===== src/rtl/sbuf_pkg.sv =====
package sbuf_pkg;
  typedef enum logic [1:0] {
    SEL_IDLE  = 2'd0,
    SEL_LOAD  = 2'd1,
    SEL_STORE = 2'd2
  } port_sel_e;
endpackage


===== src/rtl/sbuf_store_q.sv =====
module sbuf_store_q #(
  parameter int DEPTH = 4,
  parameter int AW    = 8,
  parameter int DW    = 32
) (
  input  logic          clk_i,
  input  logic          rst_ni,
  input  logic          push_i,
  input  logic [AW-1:0] push_addr_i,
  input  logic [DW-1:0] push_data_i,
  input  logic          pop_i,
  input  logic [AW-1:0] lkp_addr_i,
  output logic          hit_o,
  output logic [DW-1:0] hit_data_o,
  output logic          head_valid_o,
  output logic [AW-1:0] head_addr_o,
  output logic [DW-1:0] head_data_o,
  output logic          full_o,
  output logic          empty_o
);
  timeunit 1ns; timeprecision 100ps;

  localparam int PTR_W = (DEPTH > 1) ? $clog2(DEPTH) : 1;
  localparam int IW    = PTR_W + 1;

  logic [AW-1:0]    addr_q [DEPTH];
  logic [DW-1:0]    data_q [DEPTH];
  logic [DEPTH-1:0] valid_q;
  logic [PTR_W-1:0] head_q, tail_q;

  function automatic logic [PTR_W-1:0] ptr_inc(input logic [PTR_W-1:0] p);
    if (p == PTR_W'(DEPTH - 1)) return '0;
    return p + 1'b1;
  endfunction

  assign full_o       = valid_q[tail_q];
  assign head_valid_o = valid_q[head_q];
  assign empty_o      = ~valid_q[head_q];
  assign head_addr_o  = addr_q[head_q];
  assign head_data_o  = data_q[head_q];

  // scan oldest to youngest so the last match wins
  always_comb begin
    logic [IW-1:0] s;
    hit_o      = 1'b0;
    hit_data_o = '0;
    for (int k = 0; k < DEPTH; k++) begin
      s = IW'(head_q) + IW'(k);
      if (s >= IW'(DEPTH)) s = s - IW'(DEPTH);
      if (valid_q[s[PTR_W-1:0]] && addr_q[s[PTR_W-1:0]] == lkp_addr_i) begin
        hit_o      = 1'b1;
        hit_data_o = data_q[s[PTR_W-1:0]];
      end
    end
  end

  always_ff @(posedge clk_i or negedge rst_ni) begin
    if (!rst_ni) begin
      valid_q <= '0;
      head_q  <= '0;
      tail_q  <= '0;
    end else begin
      if (push_i) begin
        valid_q[tail_q] <= 1'b1;
        tail_q          <= ptr_inc(tail_q);
      end
      if (pop_i) begin
        valid_q[head_q] <= 1'b0;
        head_q          <= ptr_inc(head_q);
      end
    end
  end

  always_ff @(posedge clk_i) begin
    if (push_i) begin
      addr_q[tail_q] <= push_addr_i;
      data_q[tail_q] <= push_data_i;
    end
  end

  assert_push_not_full_R1: assert property (@(posedge clk_i) disable iff (!rst_ni)
    push_i |-> !full_o);
  assert_pop_nonempty_R2: assert property (@(posedge clk_i) disable iff (!rst_ni)
    pop_i |-> head_valid_o);
endmodule


===== src/rtl/sbuf_port_arb.sv =====
module sbuf_port_arb
  import sbuf_pkg::*;
#(
  parameter int AW = 8,
  parameter int DW = 32
) (
  input  logic          ld_req_i,
  input  logic [AW-1:0] ld_addr_i,
  input  logic          st_req_i,
  input  logic [AW-1:0] st_addr_i,
  input  logic [DW-1:0] st_data_i,
  input  logic          mem_gnt_i,
  output logic          mem_req_o,
  output logic          mem_we_o,
  output logic [AW-1:0] mem_addr_o,
  output logic [DW-1:0] mem_wdata_o,
  output logic          ld_go_o,
  output logic          st_go_o
);
  timeunit 1ns; timeprecision 100ps;

  port_sel_e sel;

  // load misses outrank draining stores
  always_comb begin
    sel = SEL_IDLE;
    if (ld_req_i)      sel = SEL_LOAD;
    else if (st_req_i) sel = SEL_STORE;
  end

  assign mem_req_o   = (sel != SEL_IDLE);
  assign mem_we_o    = (sel == SEL_STORE);
  assign mem_addr_o  = (sel == SEL_STORE) ? st_addr_i : ld_addr_i;
  assign mem_wdata_o = st_data_i;
  assign ld_go_o     = (sel == SEL_LOAD) && mem_gnt_i;
  assign st_go_o     = (sel == SEL_STORE) && mem_gnt_i;
endmodule


===== src/rtl/sbuf_ld_resp.sv =====
module sbuf_ld_resp #(
  parameter int DW     = 32,
  parameter int RD_LAT = 2
) (
  input  logic          clk_i,
  input  logic          rst_ni,
  input  logic          fwd_go_i,
  input  logic [DW-1:0] fwd_data_i,
  input  logic          mem_go_i,
  input  logic          mem_rvalid_i,
  input  logic [DW-1:0] mem_rdata_i,
  output logic          idle_o,
  output logic          rvalid_o,
  output logic [DW-1:0] rdata_o
);
  timeunit 1ns; timeprecision 100ps;

  localparam int CW = $clog2(RD_LAT + 2);

  logic [CW-1:0] inflight_q;
  logic          fwd_vld_q;
  logic [DW-1:0] fwd_data_q;

  always_ff @(posedge clk_i or negedge rst_ni) begin
    if (!rst_ni) begin
      inflight_q <= '0;
      fwd_vld_q  <= 1'b0;
      fwd_data_q <= '0;
    end else begin
      inflight_q <= inflight_q + CW'(mem_go_i) - CW'(mem_rvalid_i);
      fwd_vld_q  <= fwd_go_i;
      if (fwd_go_i) fwd_data_q <= fwd_data_i;
    end
  end

  assign idle_o   = (inflight_q == '0);
  assign rvalid_o = fwd_vld_q | mem_rvalid_i;
  assign rdata_o  = fwd_vld_q ? fwd_data_q : mem_rdata_i;

  assert_rvalid_owed_R8: assert property (@(posedge clk_i) disable iff (!rst_ni)
    mem_rvalid_i |-> !idle_o);
  assert_no_collide_R8: assert property (@(posedge clk_i) disable iff (!rst_ni)
    !(fwd_vld_q && mem_rvalid_i));
  assert_fwd_next_R7: assert property (@(posedge clk_i) disable iff (!rst_ni)
    fwd_go_i |=> rvalid_o && !mem_rvalid_i);
endmodule


===== src/rtl/sbuf_fwd.sv =====
module sbuf_fwd #(
  parameter int DEPTH  = 4,
  parameter int AW     = 8,
  parameter int DW     = 32,
  parameter int RD_LAT = 2
) (
  input  logic          clk_i,
  input  logic          rst_ni,
  input  logic          st_valid_i,
  output logic          st_ready_o,
  input  logic [AW-1:0] st_addr_i,
  input  logic [DW-1:0] st_data_i,
  input  logic          ld_valid_i,
  output logic          ld_ready_o,
  input  logic [AW-1:0] ld_addr_i,
  output logic          ld_rvalid_o,
  output logic [DW-1:0] ld_rdata_o,
  input  logic          fence_i,
  output logic          fence_done_o,
  output logic          mem_req_o,
  output logic          mem_we_o,
  output logic [AW-1:0] mem_addr_o,
  output logic [DW-1:0] mem_wdata_o,
  input  logic          mem_gnt_i,
  input  logic          mem_rvalid_i,
  input  logic [DW-1:0] mem_rdata_i
);
  timeunit 1ns; timeprecision 100ps;

  logic          stall, push, pop, full, empty;
  logic          ld_hit, ld_miss_req, fwd_go, ld_go, mem_idle;
  logic [DW-1:0] hit_data;
  logic          head_valid;
  logic [AW-1:0] head_addr;
  logic [DW-1:0] head_data;
  logic          fence_pend_q;

  assign stall       = fence_i | fence_pend_q;
  assign st_ready_o  = ~full & ~stall;
  assign push        = st_valid_i & st_ready_o;
  assign ld_miss_req = ld_valid_i & ~ld_hit & ~stall;
  // forwarding waits for older memory reads to keep responses ordered
  assign fwd_go      = ld_valid_i & ld_hit & ~stall & mem_idle;
  assign ld_ready_o  = ~stall & (ld_hit ? mem_idle : mem_gnt_i);

  sbuf_store_q #(.DEPTH(DEPTH), .AW(AW), .DW(DW)) u_q (
    .clk_i        (clk_i),
    .rst_ni       (rst_ni),
    .push_i       (push),
    .push_addr_i  (st_addr_i),
    .push_data_i  (st_data_i),
    .pop_i        (pop),
    .lkp_addr_i   (ld_addr_i),
    .hit_o        (ld_hit),
    .hit_data_o   (hit_data),
    .head_valid_o (head_valid),
    .head_addr_o  (head_addr),
    .head_data_o  (head_data),
    .full_o       (full),
    .empty_o      (empty)
  );

  sbuf_port_arb #(.AW(AW), .DW(DW)) u_arb (
    .ld_req_i    (ld_miss_req),
    .ld_addr_i   (ld_addr_i),
    .st_req_i    (head_valid),
    .st_addr_i   (head_addr),
    .st_data_i   (head_data),
    .mem_gnt_i   (mem_gnt_i),
    .mem_req_o   (mem_req_o),
    .mem_we_o    (mem_we_o),
    .mem_addr_o  (mem_addr_o),
    .mem_wdata_o (mem_wdata_o),
    .ld_go_o     (ld_go),
    .st_go_o     (pop)
  );

  sbuf_ld_resp #(.DW(DW), .RD_LAT(RD_LAT)) u_resp (
    .clk_i        (clk_i),
    .rst_ni       (rst_ni),
    .fwd_go_i     (fwd_go),
    .fwd_data_i   (hit_data),
    .mem_go_i     (ld_go),
    .mem_rvalid_i (mem_rvalid_i),
    .mem_rdata_i  (mem_rdata_i),
    .idle_o       (mem_idle),
    .rvalid_o     (ld_rvalid_o),
    .rdata_o      (ld_rdata_o)
  );

  assign fence_done_o = fence_pend_q & empty;

  always_ff @(posedge clk_i or negedge rst_ni) begin
    if (!rst_ni)           fence_pend_q <= 1'b0;
    else if (fence_done_o) fence_pend_q <= 1'b0;
    else if (fence_i)      fence_pend_q <= 1'b1;
  end

  assert_ld_priority_R3: assert property (@(posedge clk_i) disable iff (!rst_ni)
    (ld_valid_i && !ld_hit && !stall) |-> (mem_req_o && !mem_we_o && mem_addr_o == ld_addr_i));
  assert_hit_no_read_R4: assert property (@(posedge clk_i) disable iff (!rst_ni)
    (ld_valid_i && ld_hit) |-> !(mem_req_o && !mem_we_o));
  assert_fence_drained_R9: assert property (@(posedge clk_i) disable iff (!rst_ni)
    fence_done_o |-> !(mem_req_o && mem_we_o) && !st_ready_o);
  assert_fence_pulse_R9: assert property (@(posedge clk_i) disable iff (!rst_ni)
    fence_done_o |=> !fence_done_o);
endmodule


===== config.mk =====
export PLATFORM = sky130hd
export DESIGN_NAME = sbuf_fwd
export DESIGN_NICKNAME = d
export VERILOG_FILES = /design/src/rtl/sbuf_pkg.sv /design/src/rtl/sbuf_store_q.sv /design/src/rtl/sbuf_port_arb.sv /design/src/rtl/sbuf_ld_resp.sv /design/src/rtl/sbuf_fwd.sv
export SDC_FILE = /design/constraint.sdc
export NUM_CORES = 1
export LEC_CHECK = 0
export CAP_MARGIN = 10
export CORE_ASPECT_RATIO = 2
export CORE_UTILIZATION = 55
export CTS_BUF_LIST = sky130_fd_sc_hd__clkbuf_16
export DETAILED_ROUTE_END_ITERATION = 12
export PLACE_DENSITY = 0.8
export SLEW_MARGIN = 15
export SYNTH_ARGS = -nofsm -noshare
export SYNTH_HDL_FRONTEND = slang
export SYNTH_SLANG_ARGS = --single-unit

===== constraint.sdc =====
create_clock -name clk_i -period 12 [get_ports clk_i]
set_input_delay 2.4 -clock clk_i [delete_from_list [all_inputs] [get_ports clk_i]]
set_output_delay 2.4 -clock clk_i [all_outputs]
set_load 0.05 [all_outputs]

* Word-level counts from Yosys, hierarchy flattened
Memories as Yosys holds them, arrays and structs flattened. Index checks and enable logic that the tools add are counted. Widths: inputs -> output; s select.
Storage, ports and cells: flip-flop bits (word level) 44, memory bits (writable) 160, input bits 87, output and inout port bits 78, word-level logic and storage cells 116, memories 2
Memory list:
- u_q.data_q | depth 4, bits a word 32, rd ports 5, clocked after memory_dff 0, wr ports 1, line sbuf_store_q.sv:27 | logic [DW-1:0] data_q [DEPTH];
- u_q.addr_q | depth 4, bits a word 8, rd ports 5, clocked after memory_dff 0, wr ports 1, line sbuf_store_q.sv:26 | logic [AW-1:0] addr_q [DEPTH];
Operators by class: add/subtract/negate cells 11, magnitude comparators 12, eq/ne operators 8, multiplexer cells 47, bitwise gates (word level) 18, reductions and logical operators 11
Operators with widths (count):
- $mux 32 | 5
- $eq 8x8->1 | 4
- $mux 1 | 21
- $mux 2 | 10
- $lt 2x3->1 const B | 6
- $bmux 1 s2 | 6
- $and 1x1->1 | 9
- $ge 3x3->1 const B | 3
- $logic_and 1x1->1 | 8
- $mux 4 | 2
- $mux 8 | 1
- $sub 2x1->2 const B | 4
- $add 2x2->3 const B | 2
- $eq 2x2->1 const B | 3
- $add 2x1->2 const B | 2
- $and 4x4->4 | 1
- $demux 1 s2 | 2
- $ge 2x1->1 const B | 2
- $not 1->1 | 4
- $not 4->4 | 1
- $or 4x4->4 | 1
- $reduce_bool 2->1 | 2
- $add 2x1->3 const B | 1
- $ge 2x3->1 const B | 1
- other kinds (5) | 6

* Depth between registers and ports, before layout
depth after elaboration 17, gate-level depth with buffers 20, gate-level depth less buffers 12

* By module
A second synthesis with hierarchy kept.
Second synthesis, totals: cell total of the unflattened synthesis 838, area, all modules 13137.6 um2
By module, submodules not included:
- sbuf_store_q | times used 1, cells an instance 668, area each 10607.7 um2, seq. area each 5004.8 um2
- sbuf_ld_resp | times used 1, cells an instance 114, area each 2026.9 um2, seq. area each 875.8 um2
- sbuf_port_arb | times used 1, cells an instance 45, area each 406.6 um2, seq. area each 0.0 um2
- sbuf_fwd | times used 1, cells an instance 11, area each 96.3 um2, seq. area each 25.0 um2

* Least setup slack after synthesis
OpenSTA, ideal clock, no wires.
kind input -> output, from input port ld_addr_i[0], to output port ld_ready_o, arrival 5252 ps, data required time 9600 ps, setup slack 4348 ps, cell stages on the path 11, path buffers 4, cell sequence clkbuf_1 -> xnor2_1 -> o32ai_1 -> nand2_1 -> or4_1 -> clkbuf_1 -> nand2b_1 -> buf_4 -> buf_6 -> a21oi_1 -> nor3_1
Between the ends: longest elaborated chain between the ends 8, elaborated cells between the ends (all ways) 14, classes of those cells eq/ne (4); mux (5); bitwise (1); reduce/logical (4)
RTL lines:
- start: declaration | line sbuf_fwd.sv:15 | input logic [AW-1:0] ld_addr_i,
- $eq 8x8->1 | line sbuf_store_q.sv:50 | if (valid_q[s[PTR_W-1:0]] && addr_q[s[PTR_W-1:0]] == lkp_addr_i) begin
- $logic_and 1x1->1 | line sbuf_store_q.sv:50
- $mux 1 (3 in a row) | line sbuf_store_q.sv:50
- $mux 1 * | line sbuf_store_q.sv:50
- $mux 1 * | line sbuf_fwd.sv:44 | assign ld_ready_o = ~stall & (ld_hit ? mem_idle : mem_gnt_i);
- $and 1x1->1 * | line sbuf_fwd.sv:44
- end: declaration | line sbuf_fwd.sv:14 | output logic ld_ready_o,
Every way passes the cells marked *; elsewhere a longest branch is shown, timed or not.

* Final worst setup path
from input port ld_addr_i[7], to output port mem_addr_o[6]
Between the ends: longest elaborated chain between the ends 12, elaborated cells between the ends (all ways) 18, classes of those cells eq/ne (5); mux (6); bitwise (3); reduce/logical (4)
RTL lines:
- $eq 8x8->1 | line sbuf_store_q.sv:50
- $logic_and 1x1->1 | line sbuf_store_q.sv:50
- $mux 1 (3 in a row) | line sbuf_store_q.sv:50
- $mux 1 * | line sbuf_store_q.sv:50
- $not 1->1 * | line sbuf_fwd.sv:41 | assign ld_miss_req = ld_valid_i & ~ld_hit & ~stall;
- $and 1x1->1 * (2 in a row) | line sbuf_fwd.sv:41
- $mux 2 * | line sbuf_port_arb.sv:27 | if (ld_req_i) sel = SEL_LOAD;
- $eq 2x2->1 * | line sbuf_port_arb.sv:33 | assign mem_addr_o = (sel == SEL_STORE) ? st_addr_i : ld_addr_i;
- $mux 8 * | line sbuf_port_arb.sv:33
- end: declaration | line sbuf_fwd.sv:22 | output logic [AW-1:0] mem_addr_o,
Marks and branches as above.

==> qor.txt <==
ANT nets after route = 0
Crit Path Max Fanout = 66
I/O pin total = 165
die width = 109 um
dpl hpwl = 19,900 um
hold path start = u_resp.fwd_data_q[14]
RSZ-0062 raised after global routing = false
fin crit share = 0.752
PwrDens = 224 mW/mm^2
Starting Density = 0.558
Hold-fix buffers, CTS = 0
nets = 1,076
Synth top area share = 0.380
synth top area cells = edfxtp_1 38%, mux4_2 27%, dfrtp_1 8.7%
Synth Instances = 867
Die H = 216 um
Worst EP arrival = 6620 ps
Hold Path Class = register to register
Synth Flop Type = edfxtp_1
Worst Setup SP = ld_addr_i[7]
CP startpoint kind = input pin
static leakage = 4.91 nW
syn_nets = 964
Max VDD drop = 0.245 mV
design area = 0.0150 sq mm
Vias = 8,876
Reg2Reg Setup Slack = 6270 ps
number of distinct library cells after synthesis = 41
placed insts = 1,238
Placed Area = 0.0144 sq mm
number of CTS-inserted buffers = 19
layout cells sized above 1 = 0.263
FP Rows = 78
Final WS setup = 2980 ps
Seq/Total Area, Yosys = 0.467
largest area contributor in the netlist = edfxtp_1
Min Hold Slack = 504 ps
Via-to-Cell Ratio = 6.98
Max clock buf depth = 3
Finished Layout Cells = 1,271
pre-CTS setup slack = 2990 ps
reg2reg path depth = 9
synthesized area per cell = 14.6 sq um
most frequent cell after synthesis = edfxtp_1
1st-iter DRT viols = 650
Reg-to-Reg Start = u_q.head_q[0]
CP Class = input pin to primary output
# setup viols final = 0
largest net degree at the start of global routing = 127
final hold vios = 0
# H-tree levels = 1
# fillers = 1,604
DRT Pass-1 Iters = 7
Fin Setup TNS = 0 ps
first-pass GRT wire length = 48,800 um
routability congestion estimate = 0.856
Area Overhead vs Synth = 18.4%
Final Skew = 12.3 ps
clock tree sinks = 204
Post-CTS Resized = 0
post-CTS setup buffer count = 0
All-Layer GR Usage = 0.280
Post-Route Utilization = 0.661
worst path required time = 9600 ps
max-cap violations = 0
number of global-route vias before repair = 9,136
clock-pin slew on the worst setup and hold paths = 60 ps
max frequency = 111 MHz
Die ar. = 0.0236 sq mm
CTS Root Cell = clkbuf_16
Final Max Tran Viols = 0
Crit. End Element = primary output
Post-Route WL = 31,900 um
clock latency at the later pin of the worst-skew pair = 510 ps
status = completed
# diodes = 0
Slew HR = 0.203
DR WL/cell = 25.1 um
Port Buf Inserts = 164
hold depth = 1
initial antenna violation count = 0
CTS tree = yes
Ys Warns = 0
Netlist Area Pre-Place = 0.0126 sq mm
post-layout minimum cycle time = 9020 ps
Commonest cells post-synth = 160 x edfxtp_1, 153 x mux4_2, 74 x nand2_1
Synth async-reset ratio = 0.216
Synth Register Bits = 204
Residual DRC = 0
Tot Pwr = 3.35 mW
Core Footprint = 0.0226 sq mm
Tightest Pin Transition = 1190 ps
EDFF count, synth = 160
GRT overflow = 0
-- layer usage --
layer / wire length [um] / vias up / track usage
met1: 10200 / 4500 / 0.306
met4: 1590 / 0 / 0.162
met2: 17700 / 496 / 0.504
li1: - / 3757 / -
met5: 0 / - / 0
met3: 2480 / 123 / 0.0382
-- worst paths after layout --
| path | end |
|---|---|
| max in group asynchronous | u_q.head_q[1] |
| min | u_resp.fwd_data_q[14] |
| min in group asynchronous | u_resp.fwd_data_q[29] |
| max reg2reg | u_resp.fwd_data_q[4] |
| max | mem_addr_o[6] |
| min reg2reg | u_resp.fwd_data_q[14] |
-- final cells by class --
class	instances	area (sq um)	share of cell area
Clock inverter	14	108	0.00719
Multi-Input combinational cell	569	6340	0.424
Timing Repair Buffer	177	1750	0.117
Tap cell	280	350	0.0234
Clock buffer	19	475	0.0318
Sequential cell	204	5910	0.395
Inverter	8	30.0	0.00201
-- power by group --
group	switching [mW]	internal, mW	total (mW)
Clock	0.268	0.314	0.582
Combinational	0.946	0.865	1.81
Sequential	0.119	0.842	0.962
-- flip-flops by register name, indices dropped and copies added, names as in the netlist --
register           flops
u_q.data_q           128
u_q.addr_q            32
u_resp.fwd_data_q     32
u_q.head_q             2
u_q.tail_q             2
fence_pend_q           1
u_resp.fwd_vld_q       1
u_q.valid_q            4
u_resp.inflight_q      2
-- placed cells by master (no fill, tap or decap), drive strengths merged, types with 2 or more instances in the layout --
cell type / netlist / routed
ha: 10 / 10
a21oi: 35 / 35
and2: 2 / 2
xor2: 6 / 6
mux4: 153 / 153
a31oi: 37 / 37
and3: 4 / 4
inv: 7 / 10
o22a: 30 / 30
nand4: 4 / 4
mux2: 44 / 44
clkbuf: 51 / 19
nand3: 35 / 35
clkdlybuf4s50: 0 / 163
nor3: 12 / 12
or2: 2 / 2
nor2: 9 / 9
nand2: 74 / 74
or3: 2 / 2
a31o: 2 / 2
dfrtp: 44 / 44
o32ai: 3 / 3
o21ai: 37 / 37
buf: 35 / 14
clkinv: 1 / 7
clkinvlp: 0 / 4
edfxtp: 160 / 160
nor4: 2 / 2
xnor2: 37 / 37
mux2i: 21 / 21
-- critical path, cell delays in order --
cell and delay [ps]:
clkdlybuf4s50_1 710, xnor2_1 160, nor3_1 100, o2111ai_4 220, buf_4 600, o311ai_2 240
o31ai_2 1040, mux2_2 340, clkdlybuf4s50_1 810
-- cells by family (layout without fill, tap and decap cells) --
group,Yosys count,in the layout,synth area share
adders and majority gates,10,10,0.00990
AOI/OAI and AO/OA,149,149,0.0753
buffers and inverters,94,218,0.0361
xor gates and xnor gates,43,43,0.0298
and+or+nand+nor,149,149,0.0533
muxes,218,218,0.328
DFF,204,204,0.467
No activity file was read; power rests on OpenSTA's default activity.
